==> src/rtl/xlat_pkg.sv <==
package xlat_pkg;

    parameter int XL_AW    = 32;   // address and size width
    parameter int XL_PSW   = 4;    // parent space id width
    parameter int XL_NSLOT = 4;    // window slots
    localparam int SLOT_W    = $clog2(XL_NSLOT);
    localparam int CFGSLOT_W = SLOT_W + 1;

    typedef struct packed {
        logic [XL_AW-1:0]  pbase;
        logic [XL_AW-1:0]  cbase;
        logic [XL_PSW-1:0] pspace;
        logic [XL_AW-1:0]  size;
    } win_t;

    typedef enum logic [2:0] {
        ERR_NONE    = 3'd0,
        ERR_SLOT    = 3'd1,
        ERR_DUP     = 3'd2,
        ERR_NOWIN   = 3'd3,
        ERR_DMASPC  = 3'd4
    } err_e;

    function automatic logic [XL_AW:0] ext(input logic [XL_AW-1:0] a);
        return {1'b0, a};
    endfunction

    // window holds the whole access [addr, endx) and the access does not wrap
    function automatic logic win_holds(input win_t w,
                                       input logic [XL_AW-1:0] addr,
                                       input logic [XL_AW:0] endx);
        logic [XL_AW:0] top;
        logic [XL_AW:0] lim;
        top = ext(w.pbase) + ext(w.size);
        lim = {1'b1, {XL_AW{1'b0}}};
        return (w.size != '0) && (addr >= w.pbase) && (endx <= top) && (endx <= lim);
    endfunction

    function automatic logic in_closed(input logic [XL_AW:0] x,
                                       input logic [XL_AW:0] lo,
                                       input logic [XL_AW:0] hi);
        return (x >= lo) && (x <= hi);
    endfunction

endpackage

==> src/rtl/xlat_table.sv <==
module xlat_table
    import xlat_pkg::*;
(
    input  logic                  clk,
    input  logic                  rst,
    input  logic                  cfg_valid,
    input  logic                  cfg_clear,
    input  logic [CFGSLOT_W-1:0]  cfg_slot,
    input  win_t                  cfg_win,
    input  logic                  en_req,
    output win_t [XL_NSLOT-1:0]   win,
    output logic                  enabled,
    output err_e                  cfg_err,
    output logic                  en_err
);

    logic [XL_NSLOT-1:0] used;
    logic                any_used;
    logic                accept;
    logic                slot_ok;
    logic                dup;

    for (genvar g = 0; g < XL_NSLOT; g++) begin : g_used
        assign used[g] = (win[g].size != '0);
    end

    assign any_used = |used;
    assign accept   = cfg_valid && !cfg_clear;
    assign slot_ok  = (cfg_slot < CFGSLOT_W'(XL_NSLOT));
    assign dup      = slot_ok && used[cfg_slot[SLOT_W-1:0]];

    always_comb begin
        cfg_err = ERR_NONE;
        if (accept && !slot_ok)  cfg_err = ERR_SLOT;
        else if (accept && dup)  cfg_err = ERR_DUP;
    end

    assign en_err = en_req && !any_used;

    always_ff @(posedge clk) begin
        if (rst) begin
            win     <= '0;
            enabled <= 1'b0;
        end else if (cfg_clear) begin
            for (int i = 0; i < XL_NSLOT; i++) win[i].size <= '0;
            enabled <= 1'b0;
        end else begin
            if (accept && slot_ok && !dup) win[cfg_slot[SLOT_W-1:0]] <= cfg_win;
            if (en_req && any_used) enabled <= 1'b1;
        end
    end

    // bad slot index leaves the table untouched
    a_r2_badslot_no_write: assert property (@(posedge clk) disable iff (rst)
        (accept && !slot_ok) |=> (win == $past(win)));

    // a duplicate write leaves the table untouched
    a_r3_dup_no_write: assert property (@(posedge clk) disable iff (rst)
        (accept && dup) |=> (win == $past(win)));

    // after a clear no slot is in use and translation is off
    a_r4_clear_empties: assert property (@(posedge clk) disable iff (rst)
        cfg_clear |=> (used == '0 && !enabled));

    // an empty-table enable never turns translation on
    a_r5_empty_enable: assert property (@(posedge clk) disable iff (rst)
        (en_req && !any_used && !enabled) |=> !enabled);

endmodule

==> src/rtl/xlat_outbound.sv <==
module xlat_outbound
    import xlat_pkg::*;
#(
    parameter int NBW = 16
) (
    input  logic                 clk,
    input  logic                 rst,
    input  win_t [XL_NSLOT-1:0]  win,
    input  logic                 enabled,
    input  logic                 ob_valid,
    input  logic [XL_AW-1:0]     ob_addr,
    input  logic [NBW-1:0]       ob_nbytes,
    output logic                 ob_rsp_valid,
    output logic                 ob_hit,
    output logic [SLOT_W-1:0]    ob_slot,
    output logic [XL_PSW-1:0]    ob_pspace,
    output logic [XL_AW-1:0]     ob_caddr,
    output logic [NBW-1:0]       ob_count
);

    logic [XL_AW:0]       endx;
    logic [XL_NSLOT-1:0]  claim;
    logic [SLOT_W-1:0]    sel;
    logic                 hit;

    assign endx = ext(ob_addr) + {{(XL_AW+1-NBW){1'b0}}, ob_nbytes};

    for (genvar g = 0; g < XL_NSLOT; g++) begin : g_claim
        assign claim[g] = win_holds(win[g], ob_addr, endx);
    end

    always_comb begin
        sel = '0;
        for (int i = XL_NSLOT-1; i >= 0; i--) begin
            if (claim[i]) sel = SLOT_W'(i);
        end
    end

    assign hit = ob_valid && enabled && (|claim);

    always_ff @(posedge clk) begin
        if (rst) begin
            ob_rsp_valid <= 1'b0;
            ob_hit       <= 1'b0;
            ob_slot      <= '0;
            ob_pspace    <= '0;
            ob_caddr     <= '0;
            ob_count     <= '0;
        end else begin
            ob_rsp_valid <= ob_valid;
            ob_hit       <= hit;
            ob_slot      <= hit ? sel : '0;
            ob_pspace    <= hit ? win[sel].pspace : '0;
            ob_caddr     <= hit ? (ob_addr - win[sel].pbase + win[sel].cbase) : '0;
            ob_count     <= hit ? ob_nbytes : '0;
        end
    end

    // every request gets its result on the next cycle
    a_r6_one_cycle: assert property (@(posedge clk) disable iff (rst)
        ob_valid |=> ob_rsp_valid);

    // a miss moves no bytes
    a_r8_miss_zero: assert property (@(posedge clk) disable iff (rst)
        (ob_rsp_valid && !ob_hit) |-> (ob_count == '0));

    // nothing is claimed while translation is off
    a_r6_off_no_hit: assert property (@(posedge clk) disable iff (rst)
        (ob_valid && !enabled) |=> !ob_hit);

endmodule

==> src/rtl/xlat_inbound.sv <==
module xlat_inbound
    import xlat_pkg::*;
#(
    parameter int NBW = 16
) (
    input  logic                 clk,
    input  logic                 rst,
    input  logic [XL_AW-1:0]     mem_cbase,
    input  logic [XL_AW-1:0]     mem_size,
    input  logic [XL_PSW-1:0]    mem_pspace,
    input  logic                 dma_valid,
    input  logic [SLOT_W-1:0]    dma_space,
    input  logic [XL_AW-1:0]     dma_addr,
    input  logic [NBW-1:0]       dma_nbytes,
    output logic                 dma_rsp_valid,
    output logic                 dma_fwd,
    output logic                 dma_reject,
    output logic [XL_AW-1:0]     dma_paddr,
    output logic [XL_PSW-1:0]    dma_pspace,
    output logic                 dma_err
);

    logic [XL_AW:0] lo, hi, s, e;
    logic           mem_ok, own, fwd;

    assign lo     = ext(mem_cbase);
    assign hi     = ext(mem_cbase) + ext(mem_size);
    assign s      = ext(dma_addr);
    assign e      = ext(dma_addr) + {{(XL_AW+1-NBW){1'b0}}, dma_nbytes};
    assign mem_ok = (dma_space == '0);
    assign own    = in_closed(s, lo, hi) || in_closed(e, lo, hi);
    assign fwd    = dma_valid && mem_ok && !own;
    assign dma_err = dma_valid && !mem_ok;

    always_ff @(posedge clk) begin
        if (rst) begin
            dma_rsp_valid <= 1'b0;
            dma_fwd       <= 1'b0;
            dma_reject    <= 1'b0;
            dma_paddr     <= '0;
            dma_pspace    <= '0;
        end else begin
            dma_rsp_valid <= dma_valid;
            dma_fwd       <= fwd;
            dma_reject    <= dma_valid && mem_ok && own;
            dma_paddr     <= fwd ? dma_addr : '0;
            dma_pspace    <= fwd ? mem_pspace : '0;
        end
    end

    // forward and refuse never both
    a_r10_one_outcome: assert property (@(posedge clk) disable iff (rst)
        $onehot0({dma_fwd, dma_reject}));

    // a non-memory space is neither forwarded nor refused
    a_r9_bad_space: assert property (@(posedge clk) disable iff (rst)
        (dma_valid && dma_space != '0) |=> (!dma_fwd && !dma_reject));

    // the forwarded address is the requested one
    a_r11_addr_kept: assert property (@(posedge clk) disable iff (rst)
        (dma_valid && dma_space == '0) |=> (!dma_fwd || dma_paddr == $past(dma_addr)));

endmodule

==> src/rtl/bridge_xlat.sv <==
module bridge_xlat
    import xlat_pkg::*;
#(
    parameter int NBW = 16
) (
    input  logic                  clk,
    input  logic                  rst,
    input  logic                  cfg_valid,
    output logic                  cfg_ready,
    input  logic                  cfg_clear,
    input  logic [CFGSLOT_W-1:0]  cfg_slot,
    input  logic [XL_AW-1:0]      cfg_pbase,
    input  logic [XL_PSW-1:0]     cfg_pspace,
    input  logic [XL_AW-1:0]      cfg_cbase,
    input  logic [XL_AW-1:0]      cfg_size,
    input  logic                  en_req,
    output logic                  enabled,
    input  logic                  ob_valid,
    input  logic [XL_AW-1:0]      ob_addr,
    input  logic [NBW-1:0]        ob_nbytes,
    output logic                  ob_rsp_valid,
    output logic                  ob_hit,
    output logic [SLOT_W-1:0]     ob_slot,
    output logic [XL_PSW-1:0]     ob_pspace,
    output logic [XL_AW-1:0]      ob_caddr,
    output logic [NBW-1:0]        ob_count,
    input  logic                  dma_valid,
    input  logic [SLOT_W-1:0]     dma_space,
    input  logic [XL_AW-1:0]      dma_addr,
    input  logic [NBW-1:0]        dma_nbytes,
    output logic                  dma_rsp_valid,
    output logic                  dma_fwd,
    output logic                  dma_reject,
    output logic [XL_AW-1:0]      dma_paddr,
    output logic [XL_PSW-1:0]     dma_pspace,
    input  logic                  err_clr,
    output logic [2:0]            err_code
);

    win_t                 cfg_w;
    win_t [XL_NSLOT-1:0]  win;
    err_e                 cfg_err;
    logic                 en_err;
    logic                 dma_err;
    err_e                 cand, base, err_q;

    assign cfg_w     = '{pbase: cfg_pbase, cbase: cfg_cbase, pspace: cfg_pspace, size: cfg_size};
    assign cfg_ready = !cfg_clear;

    xlat_table u_table (
        .clk(clk), .rst(rst),
        .cfg_valid(cfg_valid), .cfg_clear(cfg_clear), .cfg_slot(cfg_slot), .cfg_win(cfg_w),
        .en_req(en_req), .win(win), .enabled(enabled),
        .cfg_err(cfg_err), .en_err(en_err)
    );

    xlat_outbound #(.NBW(NBW)) u_out (
        .clk(clk), .rst(rst), .win(win), .enabled(enabled),
        .ob_valid(ob_valid), .ob_addr(ob_addr), .ob_nbytes(ob_nbytes),
        .ob_rsp_valid(ob_rsp_valid), .ob_hit(ob_hit), .ob_slot(ob_slot),
        .ob_pspace(ob_pspace), .ob_caddr(ob_caddr), .ob_count(ob_count)
    );

    xlat_inbound #(.NBW(NBW)) u_in (
        .clk(clk), .rst(rst),
        .mem_cbase(win[0].cbase), .mem_size(win[0].size), .mem_pspace(win[0].pspace),
        .dma_valid(dma_valid), .dma_space(dma_space), .dma_addr(dma_addr), .dma_nbytes(dma_nbytes),
        .dma_rsp_valid(dma_rsp_valid), .dma_fwd(dma_fwd), .dma_reject(dma_reject),
        .dma_paddr(dma_paddr), .dma_pspace(dma_pspace), .dma_err(dma_err)
    );

    always_comb begin
        if (cfg_err != ERR_NONE) cand = cfg_err;
        else if (en_err)         cand = ERR_NOWIN;
        else if (dma_err)        cand = ERR_DMASPC;
        else                     cand = ERR_NONE;
        base = err_clr ? ERR_NONE : err_q;
    end

    always_ff @(posedge clk) begin
        if (rst)                    err_q <= ERR_NONE;
        else if (base == ERR_NONE)  err_q <= cand;
        else                        err_q <= base;
    end

    assign err_code = err_q;

    // a recorded error stays until cleared
    a_r12_sticky: assert property (@(posedge clk) disable iff (rst)
        (err_code != 3'd0 && !err_clr) |=> $stable(err_code));

    // a bad DMA space always leaves an error behind
    a_r9_err_seen: assert property (@(posedge clk) disable iff (rst)
        (dma_valid && dma_space != '0) |=> (err_code != 3'd0));

endmodule

==> config.mk <==
export PLATFORM = sky130hd
export DESIGN_NAME = bridge_xlat
export DESIGN_NICKNAME = d
export VERILOG_FILES = /design/src/rtl/xlat_pkg.sv /design/src/rtl/xlat_table.sv /design/src/rtl/xlat_outbound.sv /design/src/rtl/xlat_inbound.sv /design/src/rtl/bridge_xlat.sv
export SDC_FILE = /design/constraint.sdc
export NUM_CORES = 2
export LEC_CHECK = 0
export ABC_CLOCK_PERIOD_IN_PS = 11800
export BUFFER_PORTS_ARGS = -buffer_cell sky130_fd_sc_hd__buf_2
export CORE_UTILIZATION = 45
export DETAILED_ROUTE_END_ITERATION = 16
export PLACE_DENSITY = 0.73
export SLEW_MARGIN = 0
export SYNTH_ARGS = -nofsm -noshare
export SYNTH_HDL_FRONTEND = slang
export SYNTH_SLANG_ARGS = --single-unit
export TNS_END_PERCENT = 50
==> constraint.sdc <==
create_clock -name clk -period 11.8 [get_ports clk]
set_input_delay 2.36 -clock clk [delete_from_list [all_inputs] [get_ports clk]]
set_output_delay 2.36 -clock clk [all_outputs]
set_load 0.01 [all_outputs]
==> reports/metrics.yaml <==
timing:
  rsz0062_at_grt: "true"
  fin_skew_ns: 0.02146
  fmax_ghz: 0.08743
  finalCritPeriodShare: 0.9694
  finalSetupViolations: 0
  slew_headroom: 0.2185
  worst_pin_slew_ns: 1.165
  setup_ws_ns: 0.3617
  final_max_slew_viol_count: 0
  finalHoldViolCount: 0
  period_minus_slack_ns: 11.44
  whs_ns: 0.4539
power_and_ir_drop:
  p_leak_nw: 18.42
  clockPowerShare: 0.400
  p_sw_mw: 1.587
  p_comb_frac: 0.251
  p_int_mw: 3.342
  ir_drop_mv: 0.1026
  seqPwrFrac: 0.349
  switching_share: 0.3220
  p_per_area_mw_per_mm2: 112.9
  finalPower_mw: 4.928
worst_setup_path:
  worstSetupPathType: "in -> reg"
  crit_slowest_cell: "a2111oi_4"
  critPathMaxStageDelay_ns: 0.59
  path_max_fanout: 7
  cp-start-kind: "primary input"
  worstPathRequired_ns: 12.39
  crit_path_end_kind: "flip-flop"
  cp.arrival_ns: 12.03
floorplan:
  initial_core_util: 0.4579
  die_h_um: 294.8
  core_mm2: 0.08422
  dieArea_mm2: 0.08688
  rows: 106
  die_w_um: 294.8
  io_pins: 309
final_layout:
  fin_area_mm2: 0.04364
  final_util: 0.5182
  syn2layout_area_growth_pct: 13.16
  drive_gt1_frac: 0.1048
  fillers: 8106
  layout.nets: 6104
synthesis:
  synth_xor_area_frac: 0.04928
  synthTopCellsByArea: "dfxtp_1 (26%), ha_1 (20%), a21oi_1 (9.4%)"
  synthAdderAreaFrac: 0.2166
  syn_inst: 4977
  synth-edff-count: 0
  netlist.area_leader.share: 0.2590
  synth_compound_area_frac: 0.2219
  synth_cell_type_count: 91
  synth_simple_gate_area_frac: 0.2053
  ys_ff_latch: 499
  syn_area_mm2: 0.03857
  synth_async_sr_flop_share: 0
  synth_top_family_by_area: "compound AO/OA/AOI/OAI gates"
  syn_nets: 5831
  synth.area.mux_share: 0.001103
  synth_ff_type: "dfxtp_1"
  synth_warnings: 0
  yosysSeqAreaShare: 0.2590
  synth_area_leader_cell: "dfxtp_1"
  syn_avg_cell_area_um2: 7.749
run:
  cap_violations: 0
cts:
  ctsRootBufferMaster: "clkbuf_16"
  clkSinkCount: 499
  cts_buffers: 58
  cts_max_level: 2
  cts_tree: "built"
  clkTransAtPathRegs_ns: 0.07
  clk_latency_ns: 0.66
  cts_max_path_buffers: 3
global_route:
  grt_max_degree: 83
  antenna_found_initial: 17
  grt_pass1_wl_um: 208200
  grt_usage: 0.3140
  grt_overflow: 0
  grt_pass1_vias: 34496
route:
  drt_iter0_markers: 3566
  viasPerCell: 5.792
  vias: 37312
  route.detailed.drc: 0
  ant_nets: 0
  dr.pass1.iters: 8
  wire_per_inst_um: 21.66
  wl_um: 139500
placed_design:
  numPortBuffers: 308
  gp_congestion: 1.014
  dpl-instance-area_mm2: 0.04147
  dpl.hpwl_um: 110800
  pre_cts_ws_ns: -0.3077
run_status:
  status: "complete, no violations"
hold_path:
  hp-class: "reg -> reg"
[worst max-delay path, delay by kind of cell]
| family | cells | cell delay (ns) |
|---|---|---|
| compound gates | 16 | 4.09 |
| simple gates | 16 | 3.35 |
| fa+ha+maj | 5 | 1.73 |
| buf+inv | 3 | 0.34 |
| xor+xnor | 1 | 0.14 |
[timing repair]
item | 4_1_cts | 5_1_grt
hold buffers | 0 | 0
gates resized for setup | 0 | 10
setup buffers | 0 | 3
endpoints found under the setup margin | 0 | 8
[cell type report]
class / count / area (µm²) / area share
Multi-Input combinational cell: 4021 / 26880 / 0.6160
Tap cell: 1134 / 1419 / 0.03251
Timing Repair Buffer: 394 / 2221 / 0.05089
Clock buffer: 70 / 1588 / 0.03638
Inverter: 276 / 1036 / 0.02374
Antenna cell: 10 / 25.02 / 0.0005734
Clock inverter: 38 / 481.7 / 0.01104
Sequential cell: 499 / 9990 / 0.2289
[per-stage QoR]
stage,cells,TNS (ns)
after floorplan,4977,0
after global placement,6321,-1.283
after detailed placement,6321,-1.404
after CTS,6429,0
after global routing,6437,-0.08207
final,6442,0
[cells in the mapped netlist, types with 63 or more instances]
cell,instances
nand2_1,785
a21oi_1,728
ha_1,607
dfxtp_1,499
nor2_1,364
inv_1,275
o21ai_0,161
a21o_1,144
clkbuf_1,138
xnor2_1,126
xor2_1,91
nor3_1,83
nand4_1,82
nand3_1,70
and3_1,64
and2_1,63
[power by group through the flow]
stage	Sequential (mW)	Clock (mW)	Combinational, mW
5_1_grt	1.72	2.06	1.36
4_1_cts	1.72	2.00	1.20
2_1_floorplan	1.75	0	0.782
3_5_place_dp	1.76	0	1.19
3_3_place_gp	1.76	0	1.18
6_report	1.72	1.97	1.24
[cell families (layout without fill, tap and decap cells)]
kind of cell    count (synthesis)  after routing
other cells                     0             10
fa+ha+maj                     645            645
compound gates               1420           1420
flops                         499            499
mux                             3              3
xor+xnor                      217            217
buf+inv                       457            778
simple gates                 1736           1736
[state kept, by name, indices dropped and copies added, names as in the netlist]
| register | cells |
|---|---|
| err_code | 3 |
| u_in.dma_fwd | 1 |
| u_in.dma_paddr | 32 |
| u_in.dma_pspace | 4 |
| u_in.dma_reject | 1 |
| u_in.dma_rsp_valid | 1 |
| u_out.ob_caddr | 32 |
| u_out.ob_count | 16 |
| u_out.ob_hit | 1 |
| u_out.ob_pspace | 4 |
| u_out.ob_rsp_valid | 1 |
| u_out.ob_slot | 2 |
| u_table.enabled | 1 |
| u_table.win | 400 |
[worst paths after layout]
path                            startpoint                            end  slack [ns]  cells past startpoint
max                             ob_addr[0]  u_out.ob_caddr[31]$_SDFF_PP0_        0.36                     41
min          u_table.win[232]$_SDFFE_PP0P_  u_table.win[232]$_SDFFE_PP0P_        0.45                      2
min reg2reg  u_table.win[232]$_SDFFE_PP0P_  u_table.win[232]$_SDFFE_PP0P_        0.45                      2
max reg2reg    u_table.win[0]$_SDFFE_PP0P_  u_out.ob_caddr[31]$_SDFF_PP0_        0.61                     47
[layout by cell type, fill, tap and decap left out, types with 48 or more instances in the layout]
cell,n
nand2_1,784
a21oi_1,727
ha_1,607
dfxtp_1,499
nor2_1,363
buf_2,307
inv_1,275
o21ai_0,159
a21o_1,144
xnor2_1,126
xor2_1,91
buf_4,84
nand4_1,82
nor3_1,78
nand3_1,68
and2_1,63
and3_1,62
o21a_1,59
clkbuf_16,59
nand2b_1,50
nor2b_1,48
o211ai_1,48
[routing by layer]
metal,track usage,part of all wire
met5,0,0.00044
met4,0.1681,0.059
met3,0.04819,0.083
met2,0.5060,0.45
met1,0.4020,0.41
Note: power is estimated with default switching activity, not from simulation.
